==> src/rtl/qdec_pkg.sv <==
package qdec_pkg;
  localparam int RA_CTRL  = 0;
  localparam int RA_COUNT = 1;
  localparam int RA_START = 2;
  localparam int RA_END   = 3;
  localparam int RA_MODE  = 4;
  localparam int RA_STAT  = 5;
  localparam int RA_QCTL  = 6;
endpackage

==> src/rtl/qdec_edge.sv <==
module qdec_edge (
  input  logic clk,
  input  logic rst,
  input  logic ph_a,
  input  logic ph_b,
  output logic move,
  output logic dir_up,
  output logic bad
);
  logic [1:0] prev_q;
  logic [1:0] diff;

  // prev tracks the inputs even in reset, so no false edge follows reset
  always_ff @(posedge clk) begin
    if (rst) prev_q <= {ph_a, ph_b};
    else     prev_q <= {ph_a, ph_b};
  end

  always_comb begin
    diff   = prev_q ^ {ph_a, ph_b};
    move   = (diff == 2'b01) || (diff == 2'b10);
    bad    = (diff == 2'b11);
    dir_up = prev_q[1] ^ ph_b;
  end
endmodule

==> src/rtl/qdec_prescale.sv <==
module qdec_prescale #(
  parameter int PS_W = 3
) (
  input  logic            clk,
  input  logic            rst,
  input  logic            move,
  input  logic            dir_up,
  input  logic            clr,
  input  logic [PS_W-1:0] ps,
  output logic            step_up,
  output logic            step_dn
);
  localparam int MAX_SH = (1 << PS_W) - 1;
  localparam int ACC_W  = MAX_SH + 2;
  localparam logic signed [ACC_W-1:0] ONE = ACC_W'(1);

  logic signed [ACC_W-1:0] acc_q, acc_nx, sum, thr;

  always_comb begin
    thr     = ONE <<< ps;
    sum     = dir_up ? acc_q + ONE : acc_q - ONE;
    step_up = 1'b0;
    step_dn = 1'b0;
    acc_nx  = acc_q;
    if (clr) begin
      acc_nx = '0;
    end else if (move) begin
      if (sum == thr) begin
        step_up = 1'b1;
        acc_nx  = '0;
      end else if (sum == -thr) begin
        step_dn = 1'b1;
        acc_nx  = '0;
      end else begin
        acc_nx = sum;
      end
    end
  end

  always_ff @(posedge clk) begin
    if (rst) acc_q <= '0;
    else     acc_q <= acc_nx;
  end
endmodule

==> src/rtl/qdec_counter.sv <==
module qdec_counter #(
  parameter int CNT_W = 16
) (
  input  logic             clk,
  input  logic             rst,
  input  logic             load,
  input  logic             step_up,
  input  logic             step_dn,
  input  logic [CNT_W-1:0] start_v,
  input  logic [CNT_W-1:0] end_v,
  output logic [CNT_W-1:0] count_q
);
  always_ff @(posedge clk) begin
    if (rst) begin
      count_q <= '0;
    end else if (load) begin
      count_q <= start_v;
    end else if (step_up) begin
      count_q <= (count_q == end_v) ? start_v : count_q + 1'b1;
    end else if (step_dn) begin
      count_q <= (count_q == start_v) ? end_v : count_q - 1'b1;
    end
  end
endmodule

==> src/rtl/qdec_regs.sv <==
module qdec_regs
  import qdec_pkg::*;
#(
  parameter int DATA_W = 32,
  parameter int ADDR_W = 3,
  parameter int CNT_W  = 16,
  parameter int PS_W   = 3
) (
  input  logic              clk,
  input  logic              rst,
  input  logic              wr_en,
  input  logic [ADDR_W-1:0] addr,
  input  logic [DATA_W-1:0] wr_data,
  input  logic              bad_evt,
  input  logic [CNT_W-1:0]  count_q,
  output logic [PS_W-1:0]   ps_q,
  output logic              en_q,
  output logic              qen_q,
  output logic [CNT_W-1:0]  start_q,
  output logic [CNT_W-1:0]  end_q,
  output logic              lock_q,
  output logic              err_q,
  output logic              count_ld,
  output logic              ps_ld,
  output logic [DATA_W-1:0] rd_data
);
  logic hit_ctrl, hit_cnt, hit_start, hit_end, hit_mode, hit_stat, hit_qctl;
  logic unused_hi;

  assign unused_hi = ^wr_data[DATA_W-1:CNT_W];

  always_comb begin
    hit_ctrl  = wr_en && (addr == ADDR_W'(RA_CTRL));
    hit_cnt   = wr_en && (addr == ADDR_W'(RA_COUNT));
    hit_start = wr_en && (addr == ADDR_W'(RA_START));
    hit_end   = wr_en && (addr == ADDR_W'(RA_END));
    hit_mode  = wr_en && (addr == ADDR_W'(RA_MODE));
    hit_stat  = wr_en && (addr == ADDR_W'(RA_STAT));
    hit_qctl  = wr_en && (addr == ADDR_W'(RA_QCTL));
    count_ld  = hit_cnt;
    ps_ld     = hit_ctrl && !lock_q;
  end

  always_ff @(posedge clk) begin
    if (rst) begin
      ps_q    <= '0;
      en_q    <= 1'b0;
      qen_q   <= 1'b0;
      start_q <= '0;
      end_q   <= '1;
      lock_q  <= 1'b0;
      err_q   <= 1'b0;
    end else begin
      if (ps_ld) ps_q <= wr_data[PS_W-1:0];
      if (hit_start && !lock_q && en_q) start_q <= wr_data[CNT_W-1:0];
      if (hit_end && !lock_q && en_q) end_q <= wr_data[CNT_W-1:0];
      if (hit_qctl && !lock_q) qen_q <= wr_data[0];
      if (hit_mode) begin
        if (lock_q) begin
          if (wr_data[1]) lock_q <= 1'b0;
        end else begin
          en_q <= wr_data[0];
        end
      end
      if (hit_stat && wr_data[0] && !lock_q) lock_q <= 1'b1;
      if (bad_evt) err_q <= 1'b1;
      else if (hit_stat && wr_data[1]) err_q <= 1'b0;
    end
  end

  always_comb begin
    rd_data = '0;
    case (addr)
      ADDR_W'(RA_CTRL):  rd_data[PS_W-1:0]  = ps_q;
      ADDR_W'(RA_COUNT): rd_data[CNT_W-1:0] = count_q;
      ADDR_W'(RA_START): rd_data[CNT_W-1:0] = start_q;
      ADDR_W'(RA_END):   rd_data[CNT_W-1:0] = end_q;
      ADDR_W'(RA_MODE):  rd_data[0]         = en_q;
      ADDR_W'(RA_STAT):  rd_data[1:0]       = {err_q, lock_q};
      ADDR_W'(RA_QCTL):  rd_data[0]         = qen_q;
      default:           rd_data            = '0;
    endcase
  end
endmodule

==> src/rtl/qdec_timer.sv <==
module qdec_timer #(
  parameter int DATA_W = 32,
  parameter int ADDR_W = 3,
  parameter int CNT_W  = 16,
  parameter int PS_W   = 3
) (
  input  logic              clk,
  input  logic              rst,
  input  logic              ph_a,
  input  logic              ph_b,
  input  logic              wr_en,
  input  logic [ADDR_W-1:0] addr,
  input  logic [DATA_W-1:0] wr_data,
  output logic [DATA_W-1:0] rd_data
);
  logic             move, dir_up, bad;
  logic             step_up, step_dn;
  logic [PS_W-1:0]  ps_q;
  logic             en_q, qen_q, lock_q, err_q;
  logic [CNT_W-1:0] start_q, end_q, count_q;
  logic             count_ld, ps_ld;
  logic             move_g, bad_evt, pre_clr;

  assign move_g  = move & qen_q;
  assign bad_evt = bad & qen_q;
  assign pre_clr = count_ld | ps_ld;

  qdec_edge u_edge (
    .clk(clk), .rst(rst), .ph_a(ph_a), .ph_b(ph_b),
    .move(move), .dir_up(dir_up), .bad(bad)
  );

  qdec_prescale #(.PS_W(PS_W)) u_pre (
    .clk(clk), .rst(rst), .move(move_g), .dir_up(dir_up), .clr(pre_clr),
    .ps(ps_q), .step_up(step_up), .step_dn(step_dn)
  );

  qdec_counter #(.CNT_W(CNT_W)) u_cnt (
    .clk(clk), .rst(rst), .load(count_ld), .step_up(step_up), .step_dn(step_dn),
    .start_v(start_q), .end_v(end_q), .count_q(count_q)
  );

  qdec_regs #(.DATA_W(DATA_W), .ADDR_W(ADDR_W), .CNT_W(CNT_W), .PS_W(PS_W)) u_regs (
    .clk(clk), .rst(rst), .wr_en(wr_en), .addr(addr), .wr_data(wr_data),
    .bad_evt(bad_evt), .count_q(count_q), .ps_q(ps_q), .en_q(en_q), .qen_q(qen_q),
    .start_q(start_q), .end_q(end_q), .lock_q(lock_q), .err_q(err_q),
    .count_ld(count_ld), .ps_ld(ps_ld), .rd_data(rd_data)
  );
endmodule

==> config.mk <==
export PLATFORM = sky130hd
export DESIGN_NAME = qdec_timer
export DESIGN_NICKNAME = d
export VERILOG_FILES = /design/src/rtl/qdec_pkg.sv /design/src/rtl/qdec_edge.sv /design/src/rtl/qdec_prescale.sv /design/src/rtl/qdec_counter.sv /design/src/rtl/qdec_regs.sv /design/src/rtl/qdec_timer.sv
export SDC_FILE = /design/constraint.sdc
export NUM_CORES = 1
export LEC_CHECK = 0
export BUFFER_PORTS_ARGS = -buffer_cell sky130_fd_sc_hd__buf_4
export CAP_MARGIN = 20
export CORE_MARGIN = 2
export CORE_UTILIZATION = 55
export CTS_CLUSTER_SIZE = 30
export DETAILED_ROUTE_END_ITERATION = 10
export PLACE_DENSITY = 0.78
export SLEW_MARGIN = 10
export SYNTH_ARGS = -nofsm -noshare
export SYNTH_HDL_FRONTEND = slang
export SYNTH_SLANG_ARGS = --single-unit
==> constraint.sdc <==
create_clock -name clk -period 5.2 [get_ports clk]
set_input_delay 1.04 -clock clk [delete_from_list [all_inputs] [get_ports clk]]
set_output_delay 1.04 -clock clk [all_outputs]
set_load 0.005 [all_outputs]
==> reports/results.ini, run 1 <==
[clock_network]
root_buffer=clkbuf_8
post_cts_buffers=0
path_clk_slew_ns=0.08
cts_hold_buf=0
clk_latency_ns=0.35
postCtsResizedCells=0
cts_tree=built
cts_buffers=9
cts_sinks=66
htree_levels=3
clock_path_buffers=2

[min_path]
min_from=u_regs.en_q
hold_path_end=u_regs.en_q
holdPathStages=2
hold_path.class=flip-flop to flip-flop

[route]
drcViolationCount=0
drt_iter0_drc=568
antenna_left=0
postRouteWirelength_mm=14.55
wire_per_inst_um=17.37
num_vias=5244
drt_pass1_iterations=5
viasPerCell=6.258

[synth]
syn_area_um2=5308
ys_async_sr_fraction_pct=0
yosysTopAreaCellShare_pct=24.89
ys_ff_latch=66
yosys.area.top_type=dfxtp_1
synth_edf_count=0
ys_seq_area_share_pct=24.89
synthTopCellsByArea=dfxtp_1, xnor2_1, nand2_1, xor2_1, a21oi_1
yosys_most_used_dff=dfxtp_1
syn_inst=701
synth.distinct_cells=65
syn_area_per_cell_um2=7.571
ys_warn_count=0

[final_layout]
area_delta_synth_final_pct=10.35
n_antenna_cell=0
drive_gt1_share_pct=13.82
final_cell_mix=nand2_1, dfxtp_1, nor2_1
final_common_cell=nand2_1
fin_nets=750

[critical_path]
r2r_cells=12
critPathArrivalTime_ns=4.59
cp-start-kind=input pin
r2r_start=u_edge.prev_q[1]
worstPathRequired_ns=5.42
r2r_slack_ns=1.26
crit_fanout=11
rr_endpoint=u_cnt.count_q[6]
cp-end-kind=flip-flop
crit_type=input pin to flip-flop

[floorplan]
floorplan.initialDensity_pct=57.17
die_h_um=102.2
dieArea_um2=10450
dieWidth_um=102.2
ios=72
core_um2=9284
rows=35

[timing]
min_period_ns=4.377
holdWs_ns=0.5015
worst_slack_ns=0.8231
maxSlewHeadroom_pct=48.76
fmax_mhz=228.5
drv_slew=0
rsz0062_at_grt=no
setup-violations-final=0
finalHoldViolCount=0
fin_tns_setup_ns=0
worstMarginPinSlew_ns=0.7628
period_share_pct=84.17
skew_ns=0.007792

[power_and_ir_drop]
ir_worst_vdd_v=0.0001763
power.density_nw_per_um2=228.6
p_leak_nw=2.229

[placed_design]
io_buffers=39
gp_congestion=0.9006
dpl_worst_slack_ns=0.5263
detailedPlacementHpwl_mm=10.37

[grt]
grt_pass1_vias=4731
track_usage_pct=28.66
grt_overflow_total=0
grt_pass1_wl_mm=23.92
antenna_found_initial=0
grt_max_degree=51

[run]
maxCapViolations=0

[outcome]
status=finished, final reports clean

-- power breakdown --
part           switching (mW)  leakage, nW  internal [mW]  total, mW
Sequential             0.0117        0.534          0.510      0.521
Combinational           0.123         1.56         0.0917      0.214
Clock                   0.221        0.137          0.382      0.603
-- cell families after synthesis --
group	after synthesis	share of synthesized area [%]
simple gates	274	25.60
compound gates	164	20.93
buf+inv	83	7.544
xor+xnor	77	13.25
flops	66	24.89
mux	30	6.294
fa+ha+maj	6	1.414
other cells	1	0.07065
-- cell usage after synthesis (14+ instances only) --
cell / count
o21ai_0: 29
or3_1: 14
nand2_1: 89
a21oi_1: 46
nor2_1: 54
xor2_1: 33
a211o_1: 16
clkbuf_1: 46
dfxtp_1: 66
nor2b_1: 20
nor3_1: 21
xnor2_1: 41
a22oi_1: 15
buf_4: 18
mux2i_1: 14
nand3_1: 24
mux2_2: 14
-- worst max path at each step --
| stage | start | endpoint | slack [ns] | depth (start not counted) |
|---|---|---|---|---|
| after CTS | ph_b | u_cnt.count_q[9] | 0.87 | 13 |
| after global routing | ph_b | u_cnt.count_q[4] | 0.52 | 14 |
| after floorplan | ph_b | u_cnt.count_q[6] | 1.05 | 15 |
| after detailed placement | ph_b | u_cnt.count_q[9] | 0.53 | 13 |
| after global placement | ph_b | u_cnt.count_q[1] | 0.65 | 14 |
| final | ph_b | u_cnt.count_q[6] | 0.82 | 13 |
-- layout make-up --
| class | count | area, µm² |
|---|---|---|
| Multi-Input combinational cell | 567 | 3656 |
| Tap cell | 129 | 161.4 |
| Sequential cell | 66 | 1321 |
| Timing Repair Buffer | 51 | 395.4 |
| Fill cell | 790 | 3427 |
| Inverter | 9 | 47.55 |
| Clock inverter | 6 | 137.6 |
| Clock buffer | 10 | 137.6 |
-- registers in the layout, indices dropped and copies added (netlist names) --
register        flops
u_regs.end_q       16
u_regs.err_q        1
u_pre.acc_q         9
u_regs.start_q     16
u_regs.ps_q         3
u_regs.lock_q       1
u_regs.qen_q        1
u_cnt.count_q      16
u_regs.en_q         1
u_edge.prev_q       2
-- per-layer routing --
metal | track usage (%) | routed length (µm)
met1 | 41.70 | 6370
met2 | 43.72 | 6659
met3 | 3.899 | 1215
met4 | 9.744 | 307
met5 | 0 | 0
-- critical path, stage by stage --
cell and delay [ns]:
buf_4 0.12, xor2_1 0.48, xnor2_1 0.13, ha_1 0.31, and3_1 0.22, mux2i_1 0.40, xnor2_2 0.21, nand4_1 0.12
or4_4 0.58, nor4_4 0.32, a21oi_2 0.19, a221oi_2 0.34, a211oi_1 0.11
-- stage by stage --
step / total power, mW / instances / area (µm²) / util, %
final: 1.339 / 838 / 5857 / 63.09
after global routing: 1.385 / 838 / 5857 / 63.09
after CTS: 1.336 / 838 / 5857 / 63.09
after detailed placement: 0.7424 / 822 / 5582 / 60.12
after global placement: 0.7378 / 822 / 5582 / 60.12
after floorplan: 0.6907 / 716 / 5364 / -
Power figures use the tool's default switching activity.
==> inputs of run 2 (changes only) <==
--- a/config.mk
+++ b/config.mk
@@ -5,13 +5,14 @@
 export SDC_FILE = /design/constraint.sdc
 export NUM_CORES = 1
 export LEC_CHECK = 0
+export ABC_AREA = 1
 export BUFFER_PORTS_ARGS = -buffer_cell sky130_fd_sc_hd__buf_4
 export CAP_MARGIN = 20
 export CORE_MARGIN = 2
-export CORE_UTILIZATION = 55
+export CORE_UTILIZATION = 54
 export CTS_CLUSTER_SIZE = 30
 export DETAILED_ROUTE_END_ITERATION = 10
-export PLACE_DENSITY = 0.78
+export PLACE_DENSITY = 0.79
 export SLEW_MARGIN = 10
 export SYNTH_ARGS = -nofsm -noshare
 export SYNTH_HDL_FRONTEND = slang
==> constraint.sdc (replaced) <==
create_clock -name clk -period 4 [get_ports clk]
set_input_delay 0.8 -clock clk [delete_from_list [all_inputs] [get_ports clk]]
set_output_delay 0.8 -clock clk [all_outputs]
set_load 0.005 [all_outputs]
==> reports/results.ini, run 2 <==
[route]
postRouteWirelength_mm=15.04  ; +3.3%
drcViolationCount=0  ; unchanged
antenna_left=0  ; unchanged
viasPerCell=5.608  ; -10%
num_vias=5765  ; +9.9%
wire_per_inst_um=14.63  ; -16%
drt_pass1_iterations=5  ; unchanged
drt_iter0_drc=593  ; +4.4%

[power_and_ir_drop]
ir_worst_vdd_v=0.0002873  ; +63%
power.density_nw_per_um2=304.5  ; +33%
p_leak_nw=2.701  ; +21%

[final_layout]
fillers=1012  ; +28%
drive_gt1_share_pct=15.25  ; +1.4 points
final_common_cell=nand2_1
fin_nets=933  ; +24%
final_cell_mix=nand2_1, nand3_1, nor2_1
area_delta_synth_final_pct=8.892
n_antenna_cell=0  ; unchanged
postLayoutCellArea_um2=6052  ; +3.3%
reg_top3=u_cnt.count_q x16, u_regs.end_q x16, u_regs.start_q x16

[grt]
grt_pass1_wl_mm=24.99  ; +4.5%
grt_overflow_total=0  ; unchanged
grt_pass1_vias=5048  ; +6.7%
grt_max_degree=36  ; -29%
track_usage_pct=27.30  ; -1.4 points
antenna_found_initial=0  ; unchanged

[placed_design]
gp_congestion=0.9906  ; +10%
detailedPlacementHpwl_mm=11.17  ; +7.7%
placed_area_um2=5809  ; +4.1%
io_buffers=39  ; unchanged

[clock_network]
path_clk_slew_ns=0.08  ; about the same
clock_path_buffers=2  ; unchanged
postCtsResizedCells=0  ; unchanged
clk_latency_ns=0.36  ; about the same
htree_levels=3  ; unchanged
post_cts_buffers=0  ; unchanged
cts_tree=built
cts_hold_buf=0  ; unchanged
cts_buffers=9  ; unchanged
cts_sinks=66  ; unchanged
root_buffer=clkbuf_8

[synth]
ys_ff_latch=66  ; unchanged
synth_adder_area_share_pct=1.351  ; -0.064 points
ys_async_sr_fraction_pct=0  ; unchanged
synthTopCellsByArea=dfxtp_1, nand2_1, nand3_1, o21ai_0, xor2_1
synth_compound_area_share_pct=16.61  ; -4.3 points
synth_xor_area_share_pct=7.879  ; -5.4 points
synthMuxAreaShare_pct=0.3602  ; -5.9 points
synth_top_family_by_area=simple AND/OR/NAND/NOR gates
synth_edf_count=0  ; unchanged
yosysMostFrequentCell=nand2_1
yosysTopAreaCellShare_pct=23.77  ; -1.1 points
yosys_most_used_dff=dfxtp_1
synth.distinct_cells=46  ; -29%
yosys.area.top_type=dfxtp_1
syn_area_um2=5558  ; +4.7%
syn_inst=873  ; +25%
ys_seq_area_share_pct=23.77  ; -1.1 points
ys_warn_count=0  ; unchanged
ys_top_cells_by_count=nand2_1, nand3_1, nor2_1
syn_area_per_cell_um2=6.366  ; -16%
yosys.area_share.simple_pct=38.07  ; +12 points

[timing]
finalHoldViolCount=0  ; unchanged
fin_tns_setup_ns=0  ; unchanged
rsz0062_at_grt=no
skew_ns=0.01450  ; +0.006712 ns
drv_slew=0  ; unchanged
setup-violations-final=0  ; unchanged
worstMarginPinSlew_ns=0.9033  ; +0.1404 ns
period_share_pct=79.19
maxSlewHeadroom_pct=39.72  ; -9.0 points
fmax_mhz=315.7
min_period_ns=3.168

[floorplan]
dieArea_um2=11120  ; +6.4%
floorplan.initialDensity_pct=54.82  ; -2.4 points
rows=37  ; +5.7%
ios=72  ; unchanged
dieWidth_um=105.5  ; +3.1%
core_um2=10140  ; +9.2%
die_h_um=105.5  ; +3.1%

[min_path]
hold_path.class=flip-flop to flip-flop
holdPathStages=2  ; unchanged
min_from=u_regs.en_q

[critical_path]
rr_endpoint=u_cnt.count_q[2]
cp_cell_sequence=buf_4 > inv_2 > nand2_2 > nand3_2 > nand2_1 > inv_1 > ha_1 > xor2_1 > nand2_1 > nor2_2 > nand3_1 > nor2_2 > nand2_2 > nor2_8 > nand2_4 > nand2_4 > nand2_4 > nand2_8 > nand2_1 > a21oi_1
critPathArrivalTime_ns=3.46  ; -1.13 ns
r2r_cells=19  ; +7
crit_type=input pin to flip-flop
crit_path_start=ph_b
slowest_stage=ha_1
crit_fanout=18  ; +7
r2r_start=u_edge.prev_q[1]
worstPathRequired_ns=4.29  ; -1.13 ns
r2r_slack_ns=0.89  ; -0.37 ns
cpPeakStageDelay_ns=0.37  ; -0.21 ns
cp-end-kind=flip-flop
crit_path_end=u_cnt.count_q[2]
cp-start-kind=input pin

[outcome]
status=finished, final reports clean

[run]
maxCapViolations=0  ; unchanged

==> run 2: kinds of logic (layout without fill, tap and decap cells) <==
family,after synthesis,after routing
other cells,1,16
compound gates,153,153
buf+inv,149,153
simple gates,446,446
xor+xnor,50,50
fa+ha+maj,6,6
mux,2,2
flops,66,66
==> run 2: final cells by class <==
cell class	instances	area [µm²]	area share (%)
Clock buffer	10	137.6	2.274
Sequential cell	66	1321	21.83
Timing Repair Buffer	46	352.8	5.830
Tap cell	136	170.2	2.812
Multi-Input combinational cell	673	3637	60.10
Inverter	91	342.8	5.665
Clock inverter	6	90.09	1.489
==> run 2: how the worst min path moves through the flow <==
stage	to	slack (ns)
detailed placement	u_regs.err_q	0.47
CTS	u_regs.err_q	0.48
finish	u_regs.en_q	0.48
global placement	u_regs.err_q	0.47
global route	u_regs.en_q	0.52
floorplan	u_regs.err_q	0.44
==> run 2: through the flow <==
| stage | utilization [%] | std cells | hold WS (ns) | power (mW) | setup WS (ns) |
|---|---|---|---|---|---|
| 3_5_place_dp | 57.30 | 1011 | 0.4656 | 1.177 | 0.4586 |
| 5_1_grt | 59.69 | 1028 | 0.5183 | 1.931 | 0.5346 |
| 3_3_place_gp | 57.30 | 1011 | 0.4653 | 1.173 | 0.4842 |
| 2_1_floorplan | - | 888 | 0.4441 | 1.078 | 1.095 |
| 6_report | 59.69 | 1028 | 0.4787 | 1.843 | 0.8324 |
| 4_1_cts | 59.55 | 1027 | 0.4769 | 1.825 | 0.8366 |
==> run 2: routing by layer <==
| metal | vias up | GRT usage, % | share of wire [%] |
|---|---|---|---|
| met5 | - | 0 | 0 |
| met4 | 0 | 7.333 | 1.7 |
| met3 | 28 | 3.649 | 8.1 |
| met2 | 262 | 40.69 | 43 |
| met1 | 2593 | 40.98 | 47 |
| li1 | 2882 | - | - |
==> run 2: critical path, delay by kind of cell <==
| family | cells | cell delay (ns) |
|---|---|---|
| xor gates and xnor gates | 1 | 0.16 |
| and+or+nand+nor | 14 | 1.79 |
| buffers and inverters | 3 | 0.24 |
| AOI/OAI and AO/OA | 1 | 0.11 |
| adders and majority gates | 1 | 0.37 |
==> run 2: power by group <==
group	internal, mW	leakage [nW]	total, mW	switching [mW]
Combinational	0.178	2.05	0.485	0.307
Sequential	0.668	0.534	0.692	0.0239
Clock	0.369	0.112	0.665	0.296
